**src/rtl/twa_pkg.sv**
```systemverilog
package twa_pkg;
  typedef enum logic [1:0] {
    ST_IDLE  = 2'd0,
    ST_ARMED = 2'd1,
    ST_ACCUM = 2'd2,
    ST_DONE  = 2'd3
  } twa_state_e;

  localparam logic [1:0] OP_ARM   = 2'd1;
  localparam logic [1:0] OP_CLEAR = 2'd2;

  localparam int unsigned RA_STATUS = 0;
  localparam int unsigned RA_COUNT  = 1;
  localparam int unsigned RA_SUM_LO = 2;
  localparam int unsigned RA_SUM_HI = 3;
endpackage

```
**src/rtl/twa_sync_edge.sv**
```systemverilog
module twa_sync_edge #(
  parameter int STAGES = 2
) (
  input  logic clk,
  input  logic rst,
  input  logic async_in,
  output logic rise
);
  logic [STAGES-1:0] chain;
  logic              hist_q;

  // Synchroniser chain: stage 0 samples the asynchronous line.
  genvar g;
  generate
    for (g = 0; g < STAGES; g++) begin : g_stage
      if (g == 0) begin : g_first
        always_ff @(posedge clk) begin
          if (rst) chain[0] <= 1'b0;
          else     chain[0] <= async_in;
        end
      end else begin : g_next
        always_ff @(posedge clk) begin
          if (rst) chain[g] <= 1'b0;
          else     chain[g] <= chain[g-1];
        end
      end
    end
  endgenerate

  always_ff @(posedge clk) begin
    if (rst) hist_q <= 1'b0;
    else     hist_q <= chain[STAGES-1];
  end

  assign rise = chain[STAGES-1] & ~hist_q;

  // a held level yields a single pulse
  a_r10_single_pulse: assert property (@(posedge clk) disable iff (rst)
    rise |=> !rise);
endmodule

```
**src/rtl/twa_ctrl.sv**
```systemverilog
module twa_ctrl
  import twa_pkg::*;
(
  input  logic       clk,
  input  logic       rst,
  input  logic       rise,
  input  logic       cmd_valid,
  input  logic [1:0] cmd_op,
  output twa_state_e state,
  output logic       done,
  output logic       clr,
  output logic       open_win,
  output logic       accum_en
);
  twa_state_e state_d;
  logic       arm;

  assign clr      = cmd_valid && (cmd_op == OP_CLEAR);
  assign arm      = cmd_valid && (cmd_op == OP_ARM);
  assign open_win = (state == ST_ARMED) && rise && !clr;
  assign accum_en = (state == ST_ACCUM) && !rise && !clr;

  always_comb begin
    state_d = state;
    if (clr) begin
      state_d = ST_IDLE;
    end else begin
      unique case (state)
        ST_IDLE:  if (arm)  state_d = ST_ARMED;
        ST_ARMED: if (rise) state_d = ST_ACCUM;
        ST_ACCUM: if (rise) state_d = ST_DONE;
        ST_DONE:  if (arm)  state_d = ST_ARMED;
        default:            state_d = ST_IDLE;
      endcase
    end
  end

  always_ff @(posedge clk) begin
    if (rst) begin
      state <= ST_IDLE;
      done  <= 1'b0;
    end else begin
      state <= state_d;
      done  <= (state_d == ST_DONE);
    end
  end

  // idle only leaves towards armed
  a_r2_idle_exit: assert property (@(posedge clk) disable iff (rst)
    (state == ST_IDLE) |=> (state == ST_IDLE) || (state == ST_ARMED));
  // closing edge raises done
  a_r5_close_done: assert property (@(posedge clk) disable iff (rst)
    ((state == ST_ACCUM) && rise && !clr) |=> done);
  // done holds without a command
  a_r6_done_hold: assert property (@(posedge clk) disable iff (rst)
    ((state == ST_DONE) && !cmd_valid) |=> (state == ST_DONE) && done);
  // clear always lands in idle
  a_r8_clear_idle: assert property (@(posedge clk) disable iff (rst)
    clr |=> (state == ST_IDLE) && !done);
endmodule

```
**src/rtl/twa_accum.sv**
```systemverilog
module twa_accum #(
  parameter int SMP_W = 10,
  parameter int CNT_W = 32
) (
  input  logic                   clk,
  input  logic                   rst,
  input  logic                   clr,
  input  logic                   open_win,
  input  logic                   accum_en,
  input  logic                   smp_valid,
  input  logic [SMP_W-1:0]       smp_data,
  output logic [SMP_W+CNT_W-1:0] sum,
  output logic [CNT_W-1:0]       cnt,
  output logic                   ovf
);
  localparam int SUM_W = SMP_W + CNT_W;
  localparam logic [CNT_W-1:0] CNT_MAX = {CNT_W{1'b1}};
  localparam logic [SUM_W-1:0] SMP_MAX = SUM_W'({SMP_W{1'b1}});

  logic at_max;
  assign at_max = (cnt == CNT_MAX);

  always_ff @(posedge clk) begin
    if (rst || clr) begin
      sum <= '0;
      cnt <= '0;
      ovf <= 1'b0;
    end else if (open_win) begin
      sum <= smp_valid ? SUM_W'(smp_data) : '0;
      cnt <= smp_valid ? CNT_W'(1) : '0;
      ovf <= 1'b0;
    end else if (accum_en && smp_valid) begin
      if (at_max) begin
        ovf <= 1'b1;
      end else begin
        sum <= sum + SUM_W'(smp_data);
        cnt <= cnt + CNT_W'(1);
      end
    end
  end

  // a new window starts from at most one sample
  a_r3_open_fresh: assert property (@(posedge clk) disable iff (rst)
    (open_win && !clr) |=> (cnt <= CNT_W'(1)) && !ovf);
  // the sum is bounded by the count times the largest code
  a_r4_no_overflow: assert property (@(posedge clk) disable iff (rst)
    sum <= (SUM_W'(cnt) * SMP_MAX));
  // a saturated count stays put inside the window
  a_r7_sat_hold: assert property (@(posedge clk) disable iff (rst)
    (at_max && accum_en && smp_valid && !clr) |=> at_max && ovf && $stable(sum));
  // clear zeroes the results
  a_r8_clear_zero: assert property (@(posedge clk) disable iff (rst)
    clr |=> (cnt == '0) && (sum == '0) && !ovf);
endmodule

```
**src/rtl/twa_host_port.sv**
```systemverilog
module twa_host_port
  import twa_pkg::*;
#(
  parameter int SUM_W  = 42,
  parameter int CNT_W  = 32,
  parameter int HOST_W = 32
) (
  input  logic              clk,
  input  logic              rst,
  input  logic              rd_en,
  input  logic [1:0]        rd_addr,
  input  twa_state_e        state,
  input  logic              done,
  input  logic              ovf,
  input  logic [SUM_W-1:0]  sum,
  input  logic [CNT_W-1:0]  cnt,
  output logic              rd_valid,
  output logic [HOST_W-1:0] rd_data
);
  localparam int PAD_W = 2 * HOST_W;

  logic [PAD_W-1:0]  sum_pad;
  logic [HOST_W-1:0] mux;

  assign sum_pad = PAD_W'(sum);

  always_comb begin
    unique case (rd_addr)
      2'(RA_STATUS): mux = HOST_W'({state, ovf, done});
      2'(RA_COUNT):  mux = HOST_W'(cnt);
      2'(RA_SUM_LO): mux = sum_pad[HOST_W-1:0];
      default:       mux = sum_pad[PAD_W-1:HOST_W];
    endcase
  end

  always_ff @(posedge clk) begin
    if (rst) begin
      rd_valid <= 1'b0;
      rd_data  <= '0;
    end else begin
      rd_valid <= rd_en;
      if (rd_en) rd_data <= mux;
    end
  end

  // one-cycle read latency
  a_r9_rd_latency: assert property (@(posedge clk) disable iff (rst)
    rd_en |=> rd_valid);
endmodule

```
**src/rtl/trig_window_accum.sv**
```systemverilog
module trig_window_accum
  import twa_pkg::*;
#(
  parameter int SMP_W     = 10,
  parameter int CNT_W     = 32,
  parameter int HOST_W    = 32,
  parameter int SYNC_STGS = 2,
  localparam int SUM_W    = SMP_W + CNT_W
) (
  input  logic              clk,
  input  logic              rst,
  input  logic [SMP_W-1:0]  smp_data,
  input  logic              smp_valid,
  input  logic              trig_async,
  input  logic              cmd_valid,
  input  logic [1:0]        cmd_op,
  input  logic              rd_en,
  input  logic [1:0]        rd_addr,
  output logic              rd_valid,
  output logic [HOST_W-1:0] rd_data,
  output logic [SUM_W-1:0]  sum_out,
  output logic [CNT_W-1:0]  count_out,
  output logic              done,
  output logic              cnt_ovf
);
  logic       rise;
  logic       clr;
  logic       open_win;
  logic       accum_en;
  twa_state_e state;

  twa_sync_edge #(.STAGES(SYNC_STGS)) u_sync (
    .clk      (clk),
    .rst      (rst),
    .async_in (trig_async),
    .rise     (rise)
  );

  twa_ctrl u_ctrl (
    .clk       (clk),
    .rst       (rst),
    .rise      (rise),
    .cmd_valid (cmd_valid),
    .cmd_op    (cmd_op),
    .state     (state),
    .done      (done),
    .clr       (clr),
    .open_win  (open_win),
    .accum_en  (accum_en)
  );

  twa_accum #(.SMP_W(SMP_W), .CNT_W(CNT_W)) u_accum (
    .clk       (clk),
    .rst       (rst),
    .clr       (clr),
    .open_win  (open_win),
    .accum_en  (accum_en),
    .smp_valid (smp_valid),
    .smp_data  (smp_data),
    .sum       (sum_out),
    .cnt       (count_out),
    .ovf       (cnt_ovf)
  );

  twa_host_port #(.SUM_W(SUM_W), .CNT_W(CNT_W), .HOST_W(HOST_W)) u_host (
    .clk      (clk),
    .rst      (rst),
    .rd_en    (rd_en),
    .rd_addr  (rd_addr),
    .state    (state),
    .done     (done),
    .ovf      (cnt_ovf),
    .sum      (sum_out),
    .cnt      (count_out),
    .rd_valid (rd_valid),
    .rd_data  (rd_data)
  );

  // held results do not move while done and no command
  a_r6_results_hold: assert property (@(posedge clk) disable iff (rst)
    (done && !cmd_valid) |=> $stable(sum_out) && $stable(count_out) && $stable(cnt_ovf));
endmodule

```
**config.mk**
```make
export PLATFORM = sky130hd
export DESIGN_NAME = trig_window_accum
export DESIGN_NICKNAME = d
export VERILOG_FILES = /design/src/rtl/twa_pkg.sv /design/src/rtl/twa_sync_edge.sv /design/src/rtl/twa_ctrl.sv /design/src/rtl/twa_accum.sv /design/src/rtl/twa_host_port.sv /design/src/rtl/trig_window_accum.sv
export SDC_FILE = /design/constraint.sdc
export NUM_CORES = 1
export LEC_CHECK = 0
export ABC_CLOCK_PERIOD_IN_PS = 3100
export BUFFER_PORTS_ARGS = -buffer_cell sky130_fd_sc_hd__buf_2
export CELL_PAD_IN_SITES_DETAIL_PLACEMENT = 1
export CELL_PAD_IN_SITES_GLOBAL_PLACEMENT = 1
export CORE_MARGIN = 2
export CORE_UTILIZATION = 41
export CTS_CLUSTER_DIAMETER = 100
export DETAILED_ROUTE_END_ITERATION = 12
export PLACE_DENSITY_LB_ADDON = 0.12
export SYNTH_ARGS = -nofsm -noshare
export SYNTH_HDL_FRONTEND = slang
export SYNTH_SLANG_ARGS = --single-unit
```
**constraint.sdc**
```tcl
create_clock -name clk -period 3.1 [get_ports clk]
set_input_delay 0.62 -clock clk [delete_from_list [all_inputs] [get_ports clk]]
set_output_delay 0.62 -clock clk [all_outputs]
set_load 0.1 [all_outputs]
```
==> impl_metrics.csv, run 1 <==
group,metric,value,unit
drt,first_pass_iters,5,
worst_setup_path,worstPathMaxFanout,18,
power_and_ir_drop,vdd_drop_max,0.385,mV
sta,layout_setup_ws,448,ps
yosys,syn_avg_cell_area,8.52,um^2
placement,placedCellCount,999,
drt,drt-total-wl,22300,um
floorplan,die_h,126,um
clocking,clk_latency,430,ps
worst_setup_path,crit_path_start_kind,"flop",
placement,place_worst_setup_slack,211,ps
hold_path,hp-class,"input pin to flop",
cells_and_area,drive_gt1_frac,0.244,
floorplan,initial_core_util,0.421,
clocking,cts_buffer_depth,2,
sta,slew_headroom,0.389,
cells_and_area,diodes,0,
placement,gp_congestion,0.811,
yosys,seq_area_frac_synth,0.373,
grt,grt_max_degree,38,
sta,worstMarginPinSlew,916,ps
sta,setup_viol,0,
clocking,cts_made_buffers,17,
cells_and_area,finalNonFillerCells,1031,
floorplan,rows,44,
yosys,yosysWarnings,0,
cells_and_area,nFillCells,1734,
floorplan,io_pins,129,
drt,wl_per_cell,21.6,um
yosys,synth.top_cell.area_share,0.373,
sta,drv_slew,0,
yosys,synth-async-reset-ratio,0,
sta,clock.fmax,377,MHz
worst_setup_path,cpMostUsedCell,"and3_1",
run,drv_cap,0,
worst_setup_path,cp_slowest_stage_delay,720,ps
worst_setup_path,cp_slowest_cell,"nor2_2",
grt,antenna_found_initial,0,
yosys,ys.flop_type,"dfxtp_1",
sta,post-route-period-util,0.855,
worst_setup_path,critical_path_class,"flop to flop",
floorplan,die_area,15900,um^2
drt,via_per_inst,6.16,
drt,drc_errors,0,
yosys,synthCells,718,
grt,grt_overflow,0,
drt,drtIter0Drc,408,
worst_setup_path,required,3430,ps
grt,grt_usage,0.281,
clocking,cts_tree,"yes",
yosys,ys_types,59,
worst_setup_path,cp_data_arrival_time,2980,ps
power_and_ir_drop,leakagePower,2.94,nW
clocking,clockRootBuffer,"clkbuf_16",
clocking,ctsResizeCount,0,
clocking,cts.clk_slew.worst_paths,60,ps
yosys,syn-num-nets,752,
drt,num_vias,6347,
sta,rsz0062_at_grt,"no",
sta,tns,0,ps
clocking,h-tree-depth,4,
yosys,synthTopCellsByCount,"dfxtp_1 (114), nor2_1 (83), nand2_1 (53)",
clocking,cts.sinks,114,
sta,post-route-min-period,2650,ps
run_status,outcome,"finished clean",
placement,numPortBuffers,128,
floorplan,core,14500,um^2
power_and_ir_drop,powerDensity,501,nW/um^2
yosys,syn_area,6120,um^2
cells_and_area,areaGrowthSynthToFinish,23.0,%
placement,dp_hpwl,15800,um
floorplan,die_w,126,um
grt,grt_pass1_wl,35600,um
clocking,hold_buffers,0,
yosys,ys_ff_latch,114,
cells_and_area,layout.nets,868,
worst_setup_path,path_cells,"ha_1 -> and3_1 -> and3_1 -> a31oi_4 -> nor2_2 -> a31oi_1 -> a211oi_1",
sta,hold_violations,0,
cells_and_area,fin_area,7520,um^2
yosys,yosysMostFrequentCell,"dfxtp_1",
worst_setup_path,critPathCaptureType,"flop",
placement,placed_area,6950,um^2
yosys,synth_largest_area_cell,"dfxtp_1",
yosys,synth-edff-count,0,
power_and_ir_drop,p_total,3.77,mW
sta,clock_skew,8.13,ps
grt,grt_pass1_vias,6341,
yosys,synth.area.top_cells,"dfxtp_1 (37%), a211oi_1 (5.6%), nor2_1 (5.1%), mux2i_1 (3.8%), a22oi_1 (3.4%)",
clocking,post_cts_buffers,0,
drt,detail-route-antenna-nets,0,
-- report_power, final --
group / total (mW) / internal (mW) / switching (mW)
registers: 1.50 / 1.49 / 0.0143
logic: 0.367 / 0.0808 / 0.286
clock network: 1.90 / 1.13 / 0.769
-- cell type report --
class / count / area, um^2 / area share
clock inverters: 14 / 133 / 0.0176
inverters: 15 / 56.3 / 0.00749
clock buffers: 18 / 439 / 0.0584
multi-input cells: 537 / 3580 / 0.476
flip-flops and latches: 114 / 2280 / 0.303
repair buffers: 149 / 798 / 0.106
well taps: 184 / 230 / 0.0306
-- sequential cells by signal, summed over array words and instances (netlist names) --
| signal | cells |
|---|---|
| u_accum.sum | 42 |
| u_accum.cnt | 32 |
| u_host.rd_data | 32 |
| u_ctrl.state | 2 |
| u_sync.chain | 2 |
| u_accum.ovf | 1 |
| u_ctrl.done | 1 |
| u_host.rd_valid | 1 |
| u_sync.hist_q | 1 |
-- per-stage QoR --
stage | util | hold slack, ps
floorplan | - | 414
global placement | 0.478 | 467
detailed placement | 0.478 | 459
CTS | 0.518 | 401
global route | 0.518 | 463
finish | 0.518 | 408
-- path summary, 6_finish.rpt --
kind              slack (ps)  cells after the start         endpoint            start
setup reg to reg         450                      7   u_accum.sum[8]   u_accum.cnt[0]
hold / removal           410                      2  u_sync.chain[0]       trig_async
setup / recovery         450                      7   u_accum.sum[8]   u_accum.cnt[0]
hold reg to reg          480                      1  u_sync.chain[1]  u_sync.chain[0]
-- layout by cell type, fill, tap and decap left out, types with 4 or more instances in the layout --
| master | n |
|---|---|
| buf_2 | 128 |
| dfxtp_1 | 114 |
| nor2_1 | 82 |
| nand2_1 | 53 |
| a211oi_1 | 46 |
| a21oi_1 | 36 |
| a22oi_1 | 28 |
| nand4_1 | 25 |
| mux2i_1 | 23 |
| or3_1 | 21 |
| buf_4 | 21 |
| xor2_1 | 20 |
| clkbuf_16 | 17 |
| o21ai_0 | 16 |
| inv_1 | 15 |
| nand3_1 | 13 |
| ha_1 | 13 |
| nor3_1 | 12 |
| xnor2_1 | 12 |
| and3_1 | 10 |
| and4_1 | 10 |
| o211ai_1 | 10 |
| o2111ai_1 | 9 |
| a31oi_1 | 8 |
| nor4_1 | 7 |
| a21o_1 | 7 |
| nor2b_1 | 6 |
| mux2_2 | 6 |
| o21ai_1 | 6 |
| a2111o_1 | 5 |
| clkinv_4 | 5 |
| mux4_2 | 4 |
| and2_1 | 4 |
-- layer usage --
layer / wire length [um] / track usage / part of all wire / vias to the layer above
met5: 0 / 0 / 0 / -
met4: 763 / 0.127 / 0.034 / 0
met3: 1130 / 0.0480 / 0.051 / 41
met2: 10400 / 0.451 / 0.47 / 210
met1: 10000 / 0.371 / 0.45 / 3172
li1: - / - / - / 2924
-- kinds of logic after synthesis --
logic type,after synthesis,share of synthesized area
simple gates,269,0.228
compound gates,189,0.218
flops,114,0.373
buf+inv,67,0.0419
mux,33,0.0634
xor+xnor,32,0.0458
fa+ha+maj,14,0.0299
-- critical path, delay by kind of cell, from the launching register on --
family,cells,cell delay (ps)
AND/OR/NAND/NOR,3,1370
adder cells (fa/ha/maj),1,200
flip-flops,1,450
AO/OA/AOI/OAI,3,520
(Power assumes the default switching activity.)
==> run 2, diff against run 1 <==
CORE_ASPECT_RATIO = 0.9   (was not set)
PLACE_DENSITY_LB_ADDON = 0.25   (was 0.12)
==> impl_metrics.csv, run 2 (synthesis gave the netlist of run 1 again) <==
group,metric,value,unit
run_status,outcome,"finished clean",
cells_and_area,largest-register,"u_accum.sum",
floorplan,core,14700,um^2
sta,hold_violations,0,
power_and_ir_drop,p_clk_frac,0.518,
clocking,clk_latency,420,ps
drt,via_per_inst,6.05,
drt,drtIter0Drc,479,
clocking,cts_buffer_depth,2,
grt,grt_max_degree,38,
drt,first_pass_iters,4,
hold_path,min_from,"trig_async",
clocking,hold_buffers,0,
power_and_ir_drop,leakagePower,2.96,nW
worst_setup_path,required,3440,ps
floorplan,die_w,133,um
sta,post-route-period-util,0.910,
sta,worstMarginPinSlew,810,ps
worst_setup_path,critical_path_class,"flop to flop",
worst_setup_path,worstPathMaxFanout,7,
floorplan,rows,42,
grt,grt_pass1_vias,6356,
sta,clock.fmax,355,MHz
cells_and_area,top_regs,"u_accum.sum x42, u_accum.cnt x32, u_host.rd_data x32",
cells_and_area,mostFrequentLayoutCell,"buf_2",
worst_setup_path,r2r-start,"u_accum.sum[17]",
cells_and_area,areaGrowthSynthToFinish,23.3,%
placement,dp_hpwl,15500,um
clocking,cts_tree,"yes",
cells_and_area,diodes,0,
power_and_ir_drop,p_int,2.89,mW
clocking,cts.clk_slew.worst_paths,50,ps
worst_setup_path,cp_data_arrival_time,3160,ps
floorplan,io_pins,129,
sta,post-route-min-period,2820,ps
placement,placedCellCount,1009,
worst_setup_path,critical_path.startpoint,"u_accum.sum[17]",
clocking,h-tree-depth,4,
power_and_ir_drop,sw_frac_of_total,0.257,
sta,tns,0,ps
grt,grt_pass1_wl,34700,um
cells_and_area,regArea,2280,um^2
worst_setup_path,critPathCaptureType,"flop",
grt,antenna_found_initial,0,
drt,wl_per_cell,21.3,um
grt,grt_overflow,0,
floorplan,die_h,120,um
power_and_ir_drop,p_sw,999,uW
cells_and_area,multiInputGateArea,3580,um^2
cells_and_area,layout.nets,864,
placement,gp_congestion,0.838,
placement,numPortBuffers,128,
run,drv_cap,0,
clocking,cts_made_buffers,17,
power_and_ir_drop,powerDensity,515,nW/um^2
drt,drt-total-wl,22200,um
cells_and_area,nFillCells,1797,
drt,num_vias,6301,
cells_and_area,final_cell_mix,"buf_2 (128), dfxtp_1 (114), nor2_1 (83), nand2_1 (53), a211oi_1 (46)",
clocking,clockRootBuffer,"clkbuf_16",
sta,setup_viol,0,
sta,rsz0062_at_grt,"no",
worst_setup_path,path_cells,"nand3_1 -> nor4_1 -> nand4_1 -> a211oi_1 -> nand4_1 -> a21oi_1",
worst_setup_path,cpMostUsedCell,"nand4_1",
clocking,cts.sinks,114,
power_and_ir_drop,combPwrFrac,0.095,
clocking,ctsResizeCount,0,
sta,clock_skew,6.65,ps
cells_and_area,drive_gt1_frac,0.238,
floorplan,die_area,15900,um^2
drt,drc_errors,0,
worst_setup_path,cp_slowest_stage_delay,640,ps
sta,slew_headroom,0.459,
drt,detail-route-antenna-nets,0,
hold_path,hp-class,"input pin to flop",
power_and_ir_drop,p_seq_frac,0.387,
sta,drv_slew,0,
power_and_ir_drop,vdd_drop_max,0.353,mV
grt,grt_usage,0.280,
worst_setup_path,crit_path_start_kind,"flop",
worst_setup_path,cp_slowest_cell,"a211oi_1",
cells_and_area,finalNonFillerCells,1041,
floorplan,initial_core_util,0.417,
cells_and_area,largest_register_ffs,42,
clocking,post_cts_buffers,0,
-- run 2: cell types whose count changed in the layout (fill, tap and decap cells not counted), moves of 3 or more --
cell and change:
clkinv_2 +5, buf_4 -4, clkinv_4 -4, clkinvlp_4 -3, inv_6 -3
-- run 2: power groups by stage --
stage / combinational, mW / clock (mW) / sequential, mW
after floorplan: 0.137 / 0 / 1.68
after global placement: 0.357 / 0 / 1.53
after detailed placement: 0.364 / 0 / 1.53
after CTS: 0.368 / 2.03 / 1.50
after global routing: 0.389 / 2.10 / 1.51
final: 0.368 / 2.01 / 1.50
-- run 2: per-layer routing --
metal / vias to the layer above / GRT usage / routed length, um
met1: 3105 / 0.348 / 9660
met5: - / 0 / 0
met4: 0 / 0.132 / 779
met3: 55 / 0.0621 / 1240
met2: 220 / 0.462 / 10500
li1: 2921 / - / -
-- run 2: path summary, 6_finish.rpt --
path | endpoint | slack [ps] | cells past startpoint
setup / recovery | u_accum.sum[40] | 280 | 6
hold / removal | u_sync.chain[0] | 420 | 2
setup reg to reg | u_accum.sum[40] | 280 | 6
hold reg to reg | u_sync.chain[1] | 450 | 1
-- run 2: worst max-delay path, delay by kind of cell, from the launching register on --
| kind | cells | cell delay, ps |
|---|---|---|
| AND/OR/NAND/NOR | 4 | 1420 |
| AO/OA/AOI/OAI | 2 | 820 |
| flip-flops | 1 | 490 |
-- run 2: stage by stage --
| step | power, mW | hold WS (ps) | area [um^2] | util | worst slack [ps] |
|---|---|---|---|---|---|
| 4_1_cts | 3.91 | 406 | 7540 | 0.514 | 406 |
| 2_1_floorplan | 1.82 | 414 | 6120 | - | 86.5 |
| 6_report | 3.89 | 421 | 7540 | 0.514 | 279 |
| 3_3_place_gp | 1.89 | 452 | 6940 | 0.473 | 273 |
| 3_5_place_dp | 1.90 | 449 | 6940 | 0.473 | 153 |
| 5_1_grt | 3.99 | 445 | 7540 | 0.514 | 195 |
-- run 2: area by class of cell --
| type | count | share of cell area |
|---|---|---|
| clock buffer | 21 | 0.0624 |
| clock inverter | 11 | 0.0178 |
| inverter | 15 | 0.00747 |
| multi-input combinational | 537 | 0.475 |
| sequential | 114 | 0.303 |
| tap | 198 | 0.0329 |
| timing repair buffer | 145 | 0.102 |
